File: src/rtl/hzl_pkg.sv
package hzl_pkg;

  // number of decode source operands checked
  localparam int unsigned NUM_SRC = 2;
  localparam int unsigned SRC_RS  = 0;
  localparam int unsigned SRC_RT  = 1;

  typedef struct packed {
    logic pc_we;
    logic ifde_we;
    logic nop_ex;
  } stall_ctl_t;

  function automatic stall_ctl_t ctl_from_hold(input logic hold);
    stall_ctl_t c;
    c.pc_we   = ~hold;
    c.ifde_we = ~hold;
    c.nop_ex  = hold;
    return c;
  endfunction

endpackage

File: src/rtl/hzl_dst_qual.sv
module hzl_dst_qual #(
  parameter int unsigned AW        = 5,
  parameter bit          ZERO_HARD = 1'b1
) (
  input  logic [AW-1:0] dst,
  input  logic          is_load,
  input  logic          valid,
  output logic          dst_live
);
  localparam logic [AW-1:0] ZERO_IDX = '0;

  logic dst_nonzero;

  generate
    if (ZERO_HARD) begin : g_zero_hard
      assign dst_nonzero = (dst != ZERO_IDX);
    end else begin : g_zero_soft
      assign dst_nonzero = 1'b1;
    end
  endgenerate

  // only a valid load to a real register is an unforwardable producer
  assign dst_live = valid & is_load & dst_nonzero;
endmodule

File: src/rtl/hzl_srcmatch.sv
module hzl_srcmatch #(
  parameter int unsigned AW = 5
) (
  input  logic [AW-1:0] src,
  input  logic          src_used,
  input  logic [AW-1:0] dst,
  input  logic          dst_live,
  output logic          hit
);
  logic idx_eq;

  assign idx_eq = (src == dst);
  assign hit    = idx_eq & src_used & dst_live;
endmodule

File: src/rtl/hzl_stall_ctl.sv
module hzl_stall_ctl #(
  parameter int unsigned NSRC = 2
) (
  input  logic [NSRC-1:0] hits,
  output logic            pc_we,
  output logic            ifde_we,
  output logic            nop_ex
);
  import hzl_pkg::*;

  logic       hold;
  stall_ctl_t ctl;

  always_comb begin
    hold = |hits;
    ctl  = ctl_from_hold(hold);
  end

  assign pc_we   = ctl.pc_we;
  assign ifde_we = ctl.ifde_we;
  assign nop_ex  = ctl.nop_ex;
endmodule

File: src/rtl/ldu_interlock.sv
module ldu_interlock #(
  parameter int unsigned AW = 5
) (
  input  logic [AW-1:0] dec_rs,
  input  logic [AW-1:0] dec_rt,
  input  logic          dec_rs_used,
  input  logic          dec_rt_used,
  input  logic [AW-1:0] ex_dst,
  input  logic          ex_is_load,
  input  logic          ex_valid,
  output logic          pc_write_en,
  output logic          ifde_write_en,
  output logic          bubble
);
  import hzl_pkg::*;

  logic                  dst_live;
  logic [AW-1:0]         src_idx  [NUM_SRC];
  logic [NUM_SRC-1:0]    src_used;
  logic [NUM_SRC-1:0]    src_hit;

  assign src_idx[SRC_RS]  = dec_rs;
  assign src_idx[SRC_RT]  = dec_rt;
  assign src_used[SRC_RS] = dec_rs_used;
  assign src_used[SRC_RT] = dec_rt_used;

  hzl_dst_qual #(.AW(AW), .ZERO_HARD(1'b1)) u_qual (
    .dst      (ex_dst),
    .is_load  (ex_is_load),
    .valid    (ex_valid),
    .dst_live (dst_live)
  );

  genvar gi;
  generate
    for (gi = 0; gi < NUM_SRC; gi++) begin : g_src
      hzl_srcmatch #(.AW(AW)) u_match (
        .src      (src_idx[gi]),
        .src_used (src_used[gi]),
        .dst      (ex_dst),
        .dst_live (dst_live),
        .hit      (src_hit[gi])
      );
    end
  endgenerate

  hzl_stall_ctl #(.NSRC(NUM_SRC)) u_ctl (
    .hits    (src_hit),
    .pc_we   (pc_write_en),
    .ifde_we (ifde_write_en),
    .nop_ex  (bubble)
  );
endmodule

File: config.mk
export PLATFORM = sky130hd
export DESIGN_NAME = ldu_interlock
export DESIGN_NICKNAME = d
export VERILOG_FILES = /design/src/rtl/hzl_pkg.sv /design/src/rtl/hzl_dst_qual.sv /design/src/rtl/hzl_srcmatch.sv /design/src/rtl/hzl_stall_ctl.sv /design/src/rtl/ldu_interlock.sv
export SDC_FILE = /design/constraint.sdc
export NUM_CORES = 1
export LEC_CHECK = 0
export ABC_AREA = 1
export CORE_AREA = 2 2 39 41
export DETAILED_ROUTE_END_ITERATION = 16
export DIE_AREA = 0 0 41 43
export PLACE_DENSITY = 0.56
export SETUP_SLACK_MARGIN = 0.15
export SYNTH_ARGS = -nofsm -noshare
export SYNTH_HDL_FRONTEND = slang
export SYNTH_HIERARCHICAL = 1
export SYNTH_SLANG_ARGS = --single-unit
File: constraint.sdc
create_clock -name vclk -period 1.25
set_input_delay 0.3125 -clock vclk [all_inputs]
set_output_delay 0.3125 -clock vclk [all_outputs]
set_load 0.03 [all_outputs]
[After elaboration in Yosys (flattened, before gate mapping)]
Index checks and enable logic that the tools add are counted.
W data, S select, Z words.
Word-level totals
  output and inout bits: 3
  register bits after elaboration: 0
  input bits: 19
Cells by class
  reduce and logical (&&, ||, !) cells: 2
  equal/unequal tests: 2
  bitwise operators: 7
Operators with widths (count)
  $eq A5 B5 Y1: 2
  $and A1 B1 Y1: 6
  $reduce_bool A5 Y1: 1
  $reduce_or A2 Y1: 1
  $not A1 Y1: 1

[Logic depth before layout (Yosys ltp)]
  word-level depth: 5
  gate-level depth with buffers: 12
  gate-level depth less buffers: 12

[By module]
Netlist, hierarchy kept.
By module, submodules not included
  hzl_srcmatch: times used 2, cells each 23, area an instance 98.8 um^2
  hzl_dst_qual: times used 1, cells each 8, area an instance 31.3 um^2
  hzl_stall_ctl: times used 1, cells each 5, area an instance 22.5 um^2

[Worst setup path before layout]
Ideal clock, no wire load.
  path kind: input port to output port
  start: in ex_dst[4]
  end: out pc_write_en
  buffers on the path: 1
  stages on the path: 12
  data required time: 938 ps
  arrival time: 1519 ps
  path slack: -581 ps
  cells stage by stage: nor2_1 -> nand3_1 -> nand2_1 -> inv_1 -> nand2_1 -> inv_1 -> nand2_1 -> nor2_1 -> nand2_1 -> nor2_2 -> nor2_1 -> buf_4
On the way
  cells in the longest elaborated chain, start to end: 5
  elaborated cells on any way between the ends: 10
  those cells by class: eq/ne (2); bitwise (6); reduce/logical (2)
Ends and longest elaborated chain
  from (decl): line ldu_interlock.sv:8  | input logic [AW-1:0] ex_dst,
  $reduce_bool A5 Y1: line hzl_dst_qual.sv:16  | assign dst_nonzero = (dst != ZERO_IDX);
  $and A1 B1 Y1: line hzl_dst_qual.sv:23  | assign dst_live = valid & is_load & dst_nonzero;
  net dst_live: line ldu_interlock.sv:17  | logic dst_live;
  $and A1 B1 Y1: line hzl_srcmatch.sv:13  | assign hit = idx_eq & src_used & dst_live;
  net src_hit[1]: line ldu_interlock.sv:20  | logic [NUM_SRC-1:0] src_hit;
  $reduce_or A2 Y1: line hzl_stall_ctl.sv:15  | hold = |hits;
  $not A1 Y1
  to (decl): line ldu_interlock.sv:11  | output logic pc_write_en,
The timed path passes the listed nets, and every way through them passes these cells.

[Final worst setup path]
  start: in ex_dst[1]
  end: out ifde_write_en
On the way
  cells in the longest elaborated chain, start to end: 5
  elaborated cells on any way between the ends: 10
  those cells by class: eq/ne (2); bitwise (6); reduce/logical (2)
Ends and longest elaborated chain
  $reduce_bool A5 Y1: line hzl_dst_qual.sv:16
  $and A1 B1 Y1: line hzl_dst_qual.sv:23
  net dst_live: line ldu_interlock.sv:17
  $and A1 B1 Y1: line hzl_srcmatch.sv:13
  net src_hit[1]: line ldu_interlock.sv:20
  $reduce_or A2 Y1: line hzl_stall_ctl.sv:15
  $not A1 Y1: line hzl_pkg.sv:17  | c.ifde_we = ~hold;
  to (decl): line ldu_interlock.sv:12  | output logic ifde_write_en,
The timed path passes the listed nets, and every way through them passes these cells.

==> run_summary.xml <==
<?xml version="1.0" encoding="UTF-8"?>
<metrics>
  <group name="run_status">
    <metric name="run_status" unit="">finished, violations left</metric>
    <metric name="violations" unit="">negative setup slack</metric>
  </group>
  <group name="setup_path">
    <metric name="end_kind" unit="">primary output</metric>
    <metric name="path_buf_inv" unit="">5</metric>
    <metric name="critPathTopFamily" unit="">simple AND/OR/NAND/NOR gates</metric>
    <metric name="timing.critical_path.from_type" unit="">input port</metric>
    <metric name="worst_path_most_repeated_cell" unit="">sky130_fd_sc_hd__nand2_1</metric>
    <metric name="critical_path_peak_fanout" unit="">2</metric>
    <metric name="worst_setup_path_startpoint" unit="">ex_dst[1]</metric>
    <metric name="timing.critical_path.depth" unit="">14</metric>
    <metric name="worstSetupPathType" unit="">in2out</metric>
    <metric name="endpoint_required_time_on_the_critical_path" unit="ps">940</metric>
    <metric name="critical_path.max_stage_delay" unit="ps">140</metric>
    <metric name="timing.critical_path.cells" unit="">buf_8 &gt; nor2_4 &gt; nand3_2 &gt; nand2_1 &gt; inv_1 &gt; nand2_1 &gt; inv_1 &gt; nand2_1 &gt; nor2_2 &gt; nand2_1 &gt; nor2_2 &gt; buf_4 &gt; nor2_4 &gt; buf_6</metric>
    <metric name="crit_slowest_cell" unit="">sky130_fd_sc_hd__buf_6</metric>
    <metric name="timing.critical_path.arrival" unit="ps">1330</metric>
  </group>
  <group name="final_layout">
    <metric name="multiInputGateArea" unit="um2">217.7</metric>
    <metric name="post-route-cell-area" unit="um2">550.5</metric>
    <metric name="num-clock-buffers" unit="">0</metric>
    <metric name="antenna_cells_inserted" unit="">0</metric>
    <metric name="p_r_area_growth_vs_syn" unit="%">118.9</metric>
    <metric name="register_area" unit="um2">0</metric>
    <metric name="sequential_cell_total" unit="">0</metric>
    <metric name="number_of_nets_in_the_final_layout" unit="">108</metric>
    <metric name="final_cell_count_no_fill" unit="">103</metric>
    <metric name="fill_cells" unit="">155</metric>
    <metric name="layout-drive-gt1-share" unit="%">28.74</metric>
  </group>
  <group name="floorplan">
    <metric name="die_area" unit="um2">1763</metric>
    <metric name="die_x" unit="um">41</metric>
    <metric name="floorplan.rows" unit="">14</metric>
    <metric name="initial_core_util" unit="%">18.17</metric>
    <metric name="core_region_area" unit="um2">1384</metric>
    <metric name="die_y" unit="um">43</metric>
    <metric name="ios" unit="">22</metric>
  </group>
  <group name="place">
    <metric name="place_ws" unit="ps">-1245</metric>
    <metric name="place_area" unit="um2">544.3</metric>
    <metric name="gpl.final_weighted_congestion" unit="">0.7323</metric>
    <metric name="post-place-cells" unit="">101</metric>
    <metric name="io_buffer_count" unit="">22</metric>
    <metric name="detailed_place_hpwl" unit="um">603.3</metric>
  </group>
  <group name="timing">
    <metric name="finalWorstSetupSlack" unit="ps">-394.7</metric>
    <metric name="aggregate_negative_setup_slack" unit="ps">-1134</metric>
    <metric name="rsz0062_at_grt" unit="">yes</metric>
    <metric name="timing_hold_violations_final" unit="">0</metric>
    <metric name="final_setup_violating_endpoints" unit="">3</metric>
    <metric name="max-slew-margin-rel" unit="%">91.33</metric>
    <metric name="hold_ws" unit="ps">1228</metric>
    <metric name="tightest_slew" unit="ps">129.1</metric>
    <metric name="final_min_period_over_clock_period" unit="%">131.6</metric>
    <metric name="slew_viol_final" unit="">0</metric>
    <metric name="layout_min_cycle_time" unit="ps">1645</metric>
    <metric name="fmax" unit="GHz">0.6080</metric>
  </group>
  <group name="job">
    <metric name="max_cap_viol_count" unit="">0</metric>
  </group>
  <group name="worst_hold_path">
    <metric name="kind_of_path_behind_the_tightest_hold_check" unit="">in2out</metric>
    <metric name="hold_start" unit="">ex_dst[2]</metric>
    <metric name="hold-path-cell-count" unit="">8</metric>
  </group>
  <group name="grt">
    <metric name="grt_util_all_layers" unit="%">9.391</metric>
    <metric name="globalRouteOverflowTotal" unit="">0</metric>
    <metric name="first_pass_grt_wire_length" unit="um">1248</metric>
    <metric name="grt_start_max_net_pins" unit="">5</metric>
    <metric name="vias_in_the_first_global_route" unit="">343</metric>
    <metric name="antenna_found_initial" unit="">0</metric>
  </group>
  <group name="synthesis">
    <metric name="synth.lib_cells_used.distinct" unit="">7</metric>
    <metric name="netlist_area" unit="um2">251.5</metric>
    <metric name="synth_top_family_by_area" unit="">simple AND/OR/NAND/NOR gates</metric>
    <metric name="yosysSeqAreaShare" unit="%">0</metric>
    <metric name="synth_compound_area_share" unit="%">0</metric>
    <metric name="yosys.area_share.xor_xnor" unit="%">13.93</metric>
    <metric name="syn_nets" unit="">78</metric>
    <metric name="synthSimpleGateAreaFrac" unit="%">57.71</metric>
    <metric name="post_synth_fa_ha_maj_area_fraction" unit="%">0</metric>
    <metric name="yosys-mux-area-fraction" unit="%">0</metric>
    <metric name="syn_inst" unit="">59</metric>
    <metric name="ys_warn_count" unit="">6</metric>
    <metric name="syn-mean-instance-area" unit="um2">4.263</metric>
  </group>
  <group name="routing">
    <metric name="antenna_violating_nets_post_route" unit="">0</metric>
    <metric name="vias_per_cell" unit="">3.592</metric>
    <metric name="route.vias.total" unit="">370</metric>
    <metric name="wl_per_cell" unit="um">6.796</metric>
    <metric name="detail_route.first_pass.iterations" unit="">2</metric>
    <metric name="dr.first_iter.drc_count" unit="">1</metric>
    <metric name="wirelength" unit="um">700</metric>
    <metric name="route.detailed.drc" unit="">0</metric>
  </group>
  <group name="cts">
    <metric name="cts_hold_buf" unit="">0</metric>
  </group>
  <group name="power">
    <metric name="powerDensity" unit="nW/um2">231.9</metric>
    <metric name="leakagePower" unit="nW">0.3372</metric>
    <metric name="vdd_ir_drop_max" unit="V">0.00006325</metric>
  </group>
</metrics>
-- cell families (layout without fill, tap and decap cells) --
group         count (synthesis)  after routing
xor+xnor                      4              4
buf+inv                      18             46
simple gates                 37             37
-- metrics by stage --
stage | total power [W] | util, %
after floorplan | 0.00005122 | -
after global placement | 0.0001406 | 39.33
after detailed placement | 0.0001409 | 39.33
after CTS | 0.0001268 | 39.15
after global routing | 0.0001461 | 39.78
final | 0.0001276 | 39.78
-- path summary, 6_finish.rpt --
check	slack, ps	endpoint
worst min-delay path	1230	bubble
worst max-delay path	-390	ifde_write_en
-- layer usage --
layer / global-route usage, % / routed length [um] / up-vias
met2: 17.19 / 372 / 11
met1: 12.34 / 287 / 143
li1: - / - / 216
met4: 0 / 0 / 0
met3: 0 / 41 / 0
met5: 0 / 0 / -
-- timing repair --
action | in CTS | in global routing
setup endpoints to repair | 3 | 3
setup buffers | 2 | 0
pin swaps | 21 | 2
gates resized for setup | 59 | 3
-- cell usage after synthesis --
cell type	n	area (um2)
sky130_fd_sc_hd__nand2_1	25	93.84
sky130_fd_sc_hd__inv_1	17	63.81
sky130_fd_sc_hd__nor2_1	9	33.78
sky130_fd_sc_hd__xnor2_1	4	35.03
sky130_fd_sc_hd__nor2_2	2	12.51
sky130_fd_sc_hd__buf_4	1	7.510
sky130_fd_sc_hd__nand3_1	1	5.000
-- tightest hold or removal path, stage by stage --
cell and delay (ps):
sky130_fd_sc_hd__buf_6 80, sky130_fd_sc_hd__buf_4 110, sky130_fd_sc_hd__xnor2_1 60, sky130_fd_sc_hd__nand2_1 60
sky130_fd_sc_hd__nor2_2 50, sky130_fd_sc_hd__inv_1 80, sky130_fd_sc_hd__nand2_4 50, sky130_fd_sc_hd__buf_6 130
-- area by class of cell --
type               count  share of cell area (%)
inverters             17                   11.59
multi-input cells     41                   39.55
well taps             16                   3.636
repair buffers        29                   45.23
-- cells in the final DEF, fill, tap and decap left out --
master,synthesis,routed
sky130_fd_sc_hd__nor2_1,9,5
sky130_fd_sc_hd__dlygate4sd2_1,0,12
sky130_fd_sc_hd__xnor2_1,4,4
sky130_fd_sc_hd__inv_1,17,17
sky130_fd_sc_hd__nor2_2,2,3
sky130_fd_sc_hd__buf_8,0,1
sky130_fd_sc_hd__buf_4,1,7
sky130_fd_sc_hd__nand2_4,0,1
sky130_fd_sc_hd__nor2_4,0,3
sky130_fd_sc_hd__nand3_2,0,1
sky130_fd_sc_hd__buf_2,0,4
sky130_fd_sc_hd__buf_6,0,5
sky130_fd_sc_hd__nand2_1,25,24
-- power breakdown --
| group | leakage (nW) | total [W] | internal (W) | switching [W] |
|---|---|---|---|---|
| combinational | 0.337 | 0.000128 | 0.0000731 | 0.0000546 |
| clock | 0 | 0 | 0 | 0 |
| sequential | 0 | 0 | 0 | 0 |
(Power assumes the default switching activity.)
